## src/rtl/timer_pkg.sv

```systemverilog
package timer_pkg;
  // Strobes passed from the control side to the counting datapath.
  typedef struct packed {
    logic tick;   // one enabled prescaler period has elapsed
    logic modEn;  // compare-reset (modulus) mode is active
  } tmrStrobe_t;
endpackage

```

## src/rtl/timer_ctrl.sv

```systemverilog
module timer_ctrl
  import timer_pkg::*;
#(
  parameter int unsigned SEL_W = 3  // select width, at most 3 to fit the register layout
) (
  input  logic       clk,
  input  logic       rstN,
  input  logic       timerEn,
  input  logic       ctrlWe,
  input  logic [7:0] ctrlWdata,
  output logic [7:0] ctrlRdata,
  output logic       irqEn,
  output tmrStrobe_t strobes
);
  localparam int unsigned PS_W = (1 << SEL_W) - 1;
  localparam logic [7:0] WR_MASK = 8'h88 | 8'((1 << SEL_W) - 1);

  logic [7:0]       ctrlQ;
  logic [PS_W-1:0]  psCnt;
  logic [SEL_W-1:0] actSel;
  logic [SEL_W-1:0] selNow;
  logic [PS_W:0]    tapAll;

  // Control register: unimplemented bits never store a one.
  always_ff @(posedge clk) begin
    if (!rstN) ctrlQ <= '0;
    else if (ctrlWe) ctrlQ <= ctrlWdata & WR_MASK;
  end

  // Divider stages: a plain binary count of enabled cycles.
  always_ff @(posedge clk) begin
    if (!rstN) psCnt <= '0;
    else if (timerEn) psCnt <= psCnt + PS_W'(1);
  end

  // The requested select is adopted only while all stages read zero.
  assign selNow = (psCnt == '0) ? ctrlQ[SEL_W-1:0] : actSel;

  always_ff @(posedge clk) begin
    if (!rstN) actSel <= '0;
    else actSel <= selNow;
  end

  // tapAll[k] is high when the low k divider stages are all ones.
  assign tapAll[0] = 1'b1;
  for (genvar k = 1; k <= PS_W; k++) begin : gTap
    assign tapAll[k] = tapAll[k-1] & psCnt[k-1];
  end

  assign strobes.tick  = timerEn & tapAll[selNow];
  assign strobes.modEn = ctrlQ[3];
  assign irqEn         = ctrlQ[7];
  assign ctrlRdata     = ctrlQ;
endmodule

```

## src/rtl/timer_datapath.sv

```systemverilog
module timer_datapath
  import timer_pkg::*;
#(
  parameter int unsigned CNT_W = 16
) (
  input  logic             clk,
  input  logic             rstN,
  input  tmrStrobe_t       strobes,
  input  logic [CNT_W-1:0] cmpValue,
  input  logic             ovfClear,
  output logic [CNT_W-1:0] count,
  output logic             ovfFlag
);
  localparam logic [CNT_W-1:0] ALL_ONES = '1;

  logic [CNT_W-1:0] countQ;
  logic             flagQ;
  logic             cmpHit;
  logic             wrapEvt;

  assign cmpHit  = strobes.modEn && (countQ == cmpValue);
  assign wrapEvt = strobes.tick && !cmpHit && (countQ == ALL_ONES);

  always_ff @(posedge clk) begin
    if (!rstN) countQ <= '0;
    else if (strobes.tick) countQ <= cmpHit ? '0 : countQ + CNT_W'(1);
  end

  // Setting outranks a simultaneous clear.
  always_ff @(posedge clk) begin
    if (!rstN) flagQ <= 1'b0;
    else if (wrapEvt) flagQ <= 1'b1;
    else if (ovfClear) flagQ <= 1'b0;
  end

  assign count   = countQ;
  assign ovfFlag = flagQ;
endmodule

```

## src/rtl/modulus_timer.sv

```systemverilog
module modulus_timer
  import timer_pkg::*;
#(
  parameter int unsigned CNT_W = 16,
  parameter int unsigned SEL_W = 3
) (
  input  logic             clk,
  input  logic             rstN,
  input  logic             timerEn,
  input  logic             ctrlWe,
  input  logic [7:0]       ctrlWdata,
  output logic [7:0]       ctrlRdata,
  input  logic             ovfClear,
  input  logic [CNT_W-1:0] cmpValue,
  output logic [CNT_W-1:0] count,
  output logic             ovfFlag,
  output logic             irq
);
  tmrStrobe_t strobes;
  logic       irqEn;

  timer_ctrl #(.SEL_W(SEL_W)) uCtrl (
    .clk(clk), .rstN(rstN), .timerEn(timerEn),
    .ctrlWe(ctrlWe), .ctrlWdata(ctrlWdata), .ctrlRdata(ctrlRdata),
    .irqEn(irqEn), .strobes(strobes)
  );

  timer_datapath #(.CNT_W(CNT_W)) uPath (
    .clk(clk), .rstN(rstN), .strobes(strobes),
    .cmpValue(cmpValue), .ovfClear(ovfClear),
    .count(count), .ovfFlag(ovfFlag)
  );

  assign irq = ovfFlag & irqEn;
endmodule

```

## config.mk

```make
export PLATFORM = sky130hd
export DESIGN_NAME = modulus_timer
export DESIGN_NICKNAME = d
export VERILOG_FILES = /design/src/rtl/timer_pkg.sv /design/src/rtl/timer_ctrl.sv /design/src/rtl/timer_datapath.sv /design/src/rtl/modulus_timer.sv
export SDC_FILE = /design/constraint.sdc
export NUM_CORES = 1
export LEC_CHECK = 0
export BUFFER_PORTS_ARGS = -buffer_cell sky130_fd_sc_hd__clkbuf_2
export CAP_MARGIN = 30
export CORE_MARGIN = 3
export CORE_UTILIZATION = 50
export DETAILED_ROUTE_END_ITERATION = 12
export HOLD_SLACK_MARGIN = 0.06
export MAX_ROUTING_LAYER = met4
export PLACE_DENSITY_LB_ADDON = 0.12
export REMOVE_ABC_BUFFERS = 1
export SLEW_MARGIN = 20
export SYNTH_ARGS = -nofsm -noshare
export SYNTH_HDL_FRONTEND = slang
export SYNTH_SLANG_ARGS = --single-unit
export TNS_END_PERCENT = 1
```

## constraint.sdc

```tcl
create_clock -name clk -period 2.77 [get_ports clk]
set_input_delay 0.277 -clock clk [delete_from_list [all_inputs] [get_ports clk]]
set_output_delay 0.277 -clock clk [all_outputs]
set_load 0.02 [all_outputs]
```

After elaboration in Yosys (flattened, before gate mapping)
Index checks and enable logic that the tools add are counted.

Add/subtract/negate cells: 2. Multiply operators: 0. Div/mod/pow operators: 0. $lt $le $gt $ge: 1. Equal/unequal tests: 2. Shift-type cells: 0. Muxes and demuxes: 6. Bitwise logic cells: 8. Reductions and logical operators: 6.

Operators by type and width (count): $add 16x1->16 const B (1); $eq 16x16->1 (1); $eq 16x16->1 const B (1); $mux 16 (1); $and 1x1->1 (8); $add 7x1->7 const B (1); $logic_not 7->1 (1); $lt 3x4->1 const B (1); $bmux 1 s3 (1); $logic_and 1x1->1 (3); $mux 1 (3); $mux 3 (1); $reduce_bool 2->1 (1); $logic_not 1->1 (1).

Register bits after elaboration: 32. Latch bits: 0. Bits in writable memories: 0. Bits in read-only memories: 0. Bits of input ports: 29. Output and inout port bits: 26. Word-level logic and storage cells: 30. Memories kept: 0.

Logic depth before layout (Yosys ltp)
Gate-level depths: netlist (run 1).

Word-level depth: 12. Mapped depth: 9. Depth with buffers taken out: 8.

Modules after synthesis
Synthesis (run 1) repeated with hierarchy kept, for this count alone.

Cells, all modules: 203. Area total of the unflattened synthesis: 2018.2 um^2.

Modules (own cells, without submodules): timer_datapath (times used 1, cells each 119, area each 1196.1 um^2, sequential area each 340.3 um^2); timer_ctrl (times used 1, cells each 83, area each 815.8 um^2, sequential area each 300.3 um^2); modulus_timer (times used 1, cells each 1, area each 6.3 um^2, sequential area each 0.0 um^2).

Least setup slack after synthesis (run 1)
No wires, ideal clock.

Path type: reg2reg. From: register uCtrl.psCnt[2]. To: register uPath.countQ[1] (netlist: uPath.count[1]). Library setup time: 0.128 ns. Arrival: 2.099 ns. Data required time: 2.642 ns. Path slack: 0.543 ns. Stages on the path, launching flop included: 9. Path buffers: 1. Clock period less this slack: 2.227 ns. Cells stage by stage: dfxtp_1 > nor4_4 > nand3b_4 > mux2i_1 > o32a_1 > o21ai_1 > buf_2 > mux2i_1 > nor2_1.

Longest elaborated chain between the ends: 8. Elaborated cells on any way between the ends: 10. Classes of those cells: mux (3); bitwise (6); reduce/logical (1).

Ends and longest elaborated chain: from (decl) (RTL line timer_ctrl.sv:19) `logic [PS_W-1:0] psCnt;`; from (signal assigned) (RTL line timer_ctrl.sv:33) `else if (timerEn) psCnt <= psCnt + PS_W'(1);`; $and 1x1->1 (5 in series) (RTL line timer_ctrl.sv:47) `assign tapAll[k] = tapAll[k-1] & psCnt[k-1];`; $bmux 1 s3 (*) (RTL line timer_ctrl.sv:50) `assign strobes.tick = timerEn & tapAll[selNow];`; $mux 1 (implied by the code) (*) (RTL line timer_ctrl.sv:50); $and 1x1->1 (*) (RTL line timer_ctrl.sv:50); to (signal assigned) (RTL line timer_datapath.sv:26) `else if (strobes.tick) countQ <= cmpHit ? '0 : countQ + CNT_W'(1);`; to (decl) (RTL line timer_datapath.sv:16) `logic [CNT_W-1:0] countQ;`.

Every way passes the cells marked *; elsewhere a longest branch is shown, timed or not. The select of a mux whose other input is x is not followed. A chain may end at the register's enable or synchronous reset.

Worst setup path in the final report (run 1)
From: register uCtrl.psCnt[2]. To: register uPath.countQ[15] (netlist: uPath.count[15]).

The elaborated chain is that of the path after synthesis.

==> impl_metrics.json, run 1 <==
{
  "num_vias": 1710,
  "ys_ff_latch": 32,
  "nets": 299,
  "finalSetupViolations": 0,
  "final_cell_mix": "48 x clkbuf_2, 32 x dfxtp_1, 22 x nand2_1",
  "initial_utilization": 0.5358,
  "grt_usage": 0.2111,
  "synthFlopType": "dfxtp_1",
  "numCtsBuffers": 5,
  "place_area_um2": 2098,
  "cp-start-kind": "flop",
  "cts-resized-gates": 0,
  "cts_tree": "yes",
  "post-place-cells": 305,
  "arrival_ns": 2.77,
  "grt_pass1_vias": 1564,
  "io_buffer_count": 48,
  "final-instance-count-excl-fill": 313,
  "status": "finished clean",
  "maxClockFrequency_mhz": 389.8,
  "hp-class": "input port to flop",
  "cellPowerDensity_nw_per_um2": 508.9,
  "route.detailed.drc": 0,
  "clk_pin_slew_worst_paths_ns": 0.07,
  "async_flop_share": 0,
  "grt_start_max_net_pins": 17,
  "grt_setup_unrepaired": "no",
  "relSlewSlack": 0.5715,
  "clock_sinks": 32,
  "ctsHtreeMaxLevel": 2,
  "leakage_nw": 0.9344,
  "path_class": "flop to flop",
  "ant_nets": 0,
  "core-area_um2": 3442,
  "rows": 21,
  "setup-tns-final_ns": 0,
  "synth_warnings": 0,
  "critPathMaxFanout": 15,
  "dpl.hpwl_um": 3044,
  "die_x_um": 66.74,
  "wl_um": 4279,
  "timing_hold_violations_final": 0,
  "slew_violations": 0,
  "yosysSeqAreaShare": 0.3474,
  "whs_ns": 0.2310,
  "final_common_cell": "clkbuf_2",
  "cts_buffer_depth": 2,
  "drive_above_1_share": 0.2472,
  "clk_latency_ns": 0.28,
  "cp.required_ns": 2.98,
  "tightest_slew_ns": 0.6409,
  "post_synth.cell_area_avg_um2": 8.383,
  "gp_congestion": 0.7813,
  "peakVddDrop_mv": 0.3099,
  "area_delta_synth_final_pct": 20.62,
  "via_per_inst": 5.463,
  "synth-edff-count": 0,
  "grt_pass1_wl_um": 7079,
  "finalInstanceArea_um2": 2225,
  "postCtsSetupRepairBufs": 0,
  "fin_ws_ns": 0.2047,
  "drt_pass1_iterations": 4,
  "antenna_found_initial": 0,
  "antenna_cells": 0,
  "yosysUniqueCellTypes": 41,
  "drt-wirelength-per-cell_um": 13.67,
  "drv_cap": 0,
  "dp_slack_ns": 0.2326,
  "io_pins": 55,
  "post-route-min-period_ns": 2.565,
  "drtIter0Drc": 81,
  "overflow": 0,
  "fp.dieH_um": 66.74,
  "cts_root_buf": "clkbuf_8",
  "die-area_um2": 4454,
  "postSynthCellCount": 220,
  "critPathCaptureType": "flop",
  "period_share": 0.9261,
  "synth_area_um2": 1844,
  "ctsHoldBuffers": 0,
  "finClkSkew_ns": 0.008402
}
## final timing paths
kind                                       from                  to  slack (ns)  cells past startpoint
worst min register to register  uPath.count[11]     uPath.count[11]        0.52                      2
worst max-delay path             uCtrl.psCnt[2]     uPath.count[15]        0.20                      7
worst max register to register   uCtrl.psCnt[2]     uPath.count[15]        0.20                      7
worst min-delay path               ctrlWdata[0]  uCtrl.ctrlRdata[0]        0.23                      3
## sequential cells by signal, summed over array words and instances (netlist names)
| name | flops |
|---|---|
| uPath.count | 16 |
| uCtrl.psCnt | 7 |
| uCtrl.ctrlRdata | 5 |
| uCtrl.actSel | 3 |
| uPath.ovfFlag | 1 |
## final cells by class
type                       instances  area [µm²]
tap                               46       57.56
multi-input combinational        170        1115
fill                             324        1217
clock inverter                     1       30.03
sequential                        32       640.6
timing repair buffer              51       262.8
inverter                           6       22.52
clock buffer                       7       96.34
## where the power goes
| group | switching (mW) | internal [mW] | total, mW | leakage, nW |
|---|---|---|---|---|
| sequential | 0.0159 | 0.474 | 0.489 | 0.260 |
| clock | 0.171 | 0.317 | 0.488 | 0.0645 |
| combinational | 0.0878 | 0.0664 | 0.154 | 0.610 |
| total | 0.275 | 0.857 | 1.13 | 0.934 |
## cells in the mapped netlist, types with 2 or more instances
library cell	instances	share of area
dfxtp_1	32	0.35
nand2_1	22	0.045
nor2_1	18	0.037
a21oi_1	15	0.041
mux2i_1	13	0.071
xnor2_1	13	0.062
nand3_1	9	0.024
o21ai_0	8	0.022
nand4_1	7	0.024
or3_1	7	0.024
or4_1	7	0.028
inv_1	6	0.012
xor2_1	6	0.028
and2_1	5	0.017
buf_4	5	0.020
clkbuf_1	5	0.010
ha_1	4	0.027
o21ai_1	4	0.011
o22ai_1	4	0.014
and3_1	3	0.010
nor2b_1	3	0.010
o21a_1	3	0.012
buf_1	2	0.0041
buf_2	2	0.0054
## cell families after synthesis
family / Yosys count / share of synthesized area
simple gates: 89 / 0.2646
compound gates: 41 / 0.1398
flops: 32 / 0.3474
buf+inv: 20 / 0.05224
xor+xnor: 19 / 0.09023
mux: 14 / 0.07666
fa+ha+maj: 4 / 0.02714
other cells: 1 / 0.002033
## worst max-delay path: stages (launching register included)
cell and delay (ns):
dfxtp_1 0.37, nor4_4 0.34, nand3b_4 0.17, and2_1 0.21, a221oi_2 0.30, o211ai_2 0.35
or4_1 0.59, a21oi_1 0.16
## per-stage QoR
step,power (mW),utilization
detailed placement,0.6543,0.6096
global route,1.186,0.6463
finish,1.132,0.6463
CTS,1.142,0.6463
global placement,0.6517,0.6096
floorplan,0.5953,-
## layer usage
layer | vias to the layer above | GRT usage | wire [µm] | share of wire
li1 | 864 | - | - | -
met1 | 776 | 0.2572 | 1878 | 0.44
met2 | 66 | 0.3540 | 2082 | 0.49
met3 | 4 | 0.05059 | 284 | 0.066
met4 | 0 | 0.04569 | 34 | 0.0079
met5 | - | - | 0 | 0
(Power assumes the default switching activity.)
==> run 2: changes to the inputs <==
--- a/config.mk
+++ b/config.mk
@@ -8,11 +8,12 @@
 export BUFFER_PORTS_ARGS = -buffer_cell sky130_fd_sc_hd__clkbuf_2
 export CAP_MARGIN = 30
 export CORE_MARGIN = 3
-export CORE_UTILIZATION = 50
+export CORE_UTILIZATION = 51
 export DETAILED_ROUTE_END_ITERATION = 12
 export HOLD_SLACK_MARGIN = 0.06
 export MAX_ROUTING_LAYER = met4
 export PLACE_DENSITY_LB_ADDON = 0.12
+export RECOVER_POWER = 25
 export REMOVE_ABC_BUFFERS = 1
 export SLEW_MARGIN = 20
 export SYNTH_ARGS = -nofsm -noshare
==> run 2 against run 1 <==
Compared with the run above:
- final area decreased by 3.6%
- sequential cell count unchanged
- critical path depth unchanged
- cell count decreased by 0.32%
- total power decreased by 18%
- clock skew decreased by 0.00091 ns
==> impl_metrics.json, run 2 (synthesized netlist as in run 1, its figures left out) <==
{
  "fin_ws_ns": 0.2390,
  "finClkSkew_ns": 0.007488,
  "sequentialPowerShare": 0.529,
  "cts-resized-gates": 0,
  "core-area_um2": 3416,
  "grt_pass1_wl_um": 6865,
  "area_delta_synth_final_pct": 16.28,
  "timing_hold_violations_final": 0,
  "critPathMaxFanout": 15,
  "finalSetupViolations": 0,
  "cts_tree": "yes",
  "path_class": "flop to flop",
  "p_sw_frac": 0.2871,
  "ctsHtreeMaxLevel": 2,
  "antenna_cells": 0,
  "wl_um": 3990,
  "largest_reg_flops": 16,
  "post-route-min-period_ns": 2.531,
  "clkPwrFrac": 0.308,
  "clk_pin_slew_worst_paths_ns": 0.10,
  "die_x_um": 66.14,
  "cp-start-kind": "flop",
  "final_cell_mix": "42 x clkbuf_2, 32 x dfxtp_1, 22 x nand2_1",
  "dpl.hpwl_um": 2897,
  "ctsHoldBuffers": 0,
  "status": "finished clean",
  "drive_above_1_share": 0.2218,
  "cts_root_buf": "clkbuf_4",
  "cellPowerDensity_nw_per_um2": 430.9,
  "final_common_cell": "clkbuf_2",
  "clock_sinks": 32,
  "drt-wirelength-per-cell_um": 12.79,
  "gp_congestion": 0.7723,
  "die-area_um2": 4374,
  "num_vias": 1681,
  "overflow": 0,
  "drt_pass1_iterations": 4,
  "via_per_inst": 5.388,
  "slew_violations": 0,
  "peakVddDrop_mv": 0.1831,
  "p_int_mw": 0.6588,
  "maxClockFrequency_mhz": 395.1,
  "cp.required_ns": 3.01,
  "p_switching_mw": 0.2654,
  "grt_setup_unrepaired": "no",
  "relSlewSlack": 0.4147,
  "grt_usage": 0.2050,
  "fp.dieH_um": 66.14,
  "ant_nets": 0,
  "dp_slack_ns": 0.2492,
  "postCtsSetupRepairBufs": 0,
  "setup-tns-final_ns": 0,
  "io_pins": 55,
  "grt_start_max_net_pins": 31,
  "period_share": 0.9137,
  "io_buffer_count": 48,
  "initial_utilization": 0.5399,
  "nets": 298,
  "fin_util": 0.6278,
  "hp-class": "input port to flop",
  "drtIter0Drc": 75,
  "cts_buffer_depth": 2,
  "critPathCaptureType": "flop",
  "drv_cap": 0,
  "grt_pass1_vias": 1519,
  "rows": 21,
  "comb_power_share": 0.163,
  "leakage_nw": 0.8834,
  "arrival_ns": 2.77,
  "route.detailed.drc": 0,
  "antenna_found_initial": 0,
  "numCtsBuffers": 5,
  "clk_latency_ns": 0.33,
  "tightest_slew_ns": 0.8770
}
## run 2: changes by cell type in the layout (fill, tap and decap cells not counted)
cell / change
clkbuf_1: +6
clkbuf_2: -6
clkbuf_8: -6
clkbuf_4: +5
clkinv_2: +2
buf_4: -1
bufinv_16: -1
## run 2: worst max-delay path, stage by stage (launching register included)
cell and delay, ns:
dfxtp_1 0.38, nor4_4 0.33, nand3b_4 0.17, mux2i_1 0.17, o32a_1 0.39, o211ai_2 0.54
nor2_1 0.16, o221a_2 0.29
## run 2: per-stage QoR
stage	hold slack (ns)	std cells	cell area (µm²)	power, mW
after floorplan	0.3945	208	1778	0.5953
after global placement	0.4968	304	2091	0.6503
after detailed placement	0.5065	304	2091	0.6529
after CTS	0.1651	312	2152	0.9412
after global routing	0.1689	312	2145	0.9761
final	0.1772	312	2145	0.9242
## run 2: path summary, 6_finish.rpt
check	start	to	slack (ns)	depth (start not counted)
hold / removal	ctrlWdata[7]	uCtrl.ctrlRdata[7]	0.18	3
hold reg to reg	uCtrl.psCnt[6]	uCtrl.psCnt[6]	0.52	2
setup / recovery	uCtrl.psCnt[2]	uPath.count[14]	0.24	7
setup reg to reg	uCtrl.psCnt[2]	uPath.count[14]	0.24	7
## run 2: layer usage
| metal | global-route usage | vias to the layer above | wire length, µm |
|---|---|---|---|
| met1 | 0.2518 | 757 | 1776 |
| met5 | - | - | 0 |
| li1 | - | 865 | - |
| met2 | 0.3321 | 52 | 1904 |
| met4 | 0.06091 | 0 | 53 |
| met3 | 0.05102 | 7 | 255 |
## run 2: final cells by class
class / count / area, µm²
fillers: 316 / 1271
multi-input cells: 170 / 1115
flip-flops and latches: 32 / 640.6
repair buffers: 50 / 247.7
well taps: 46 / 57.56
clock buffers: 6 / 51.30
inverters: 6 / 22.52
clock inverters: 2 / 10.01
## run 2: power by group through the flow
stage	registers, mW	logic, mW	clock network (mW)
6_report	0.489	0.150	0.285
5_1_grt	0.492	0.168	0.316
4_1_cts	0.489	0.154	0.298
3_5_place_dp	0.500	0.153	0
3_3_place_gp	0.500	0.151	0
2_1_floorplan	0.506	0.0892	0
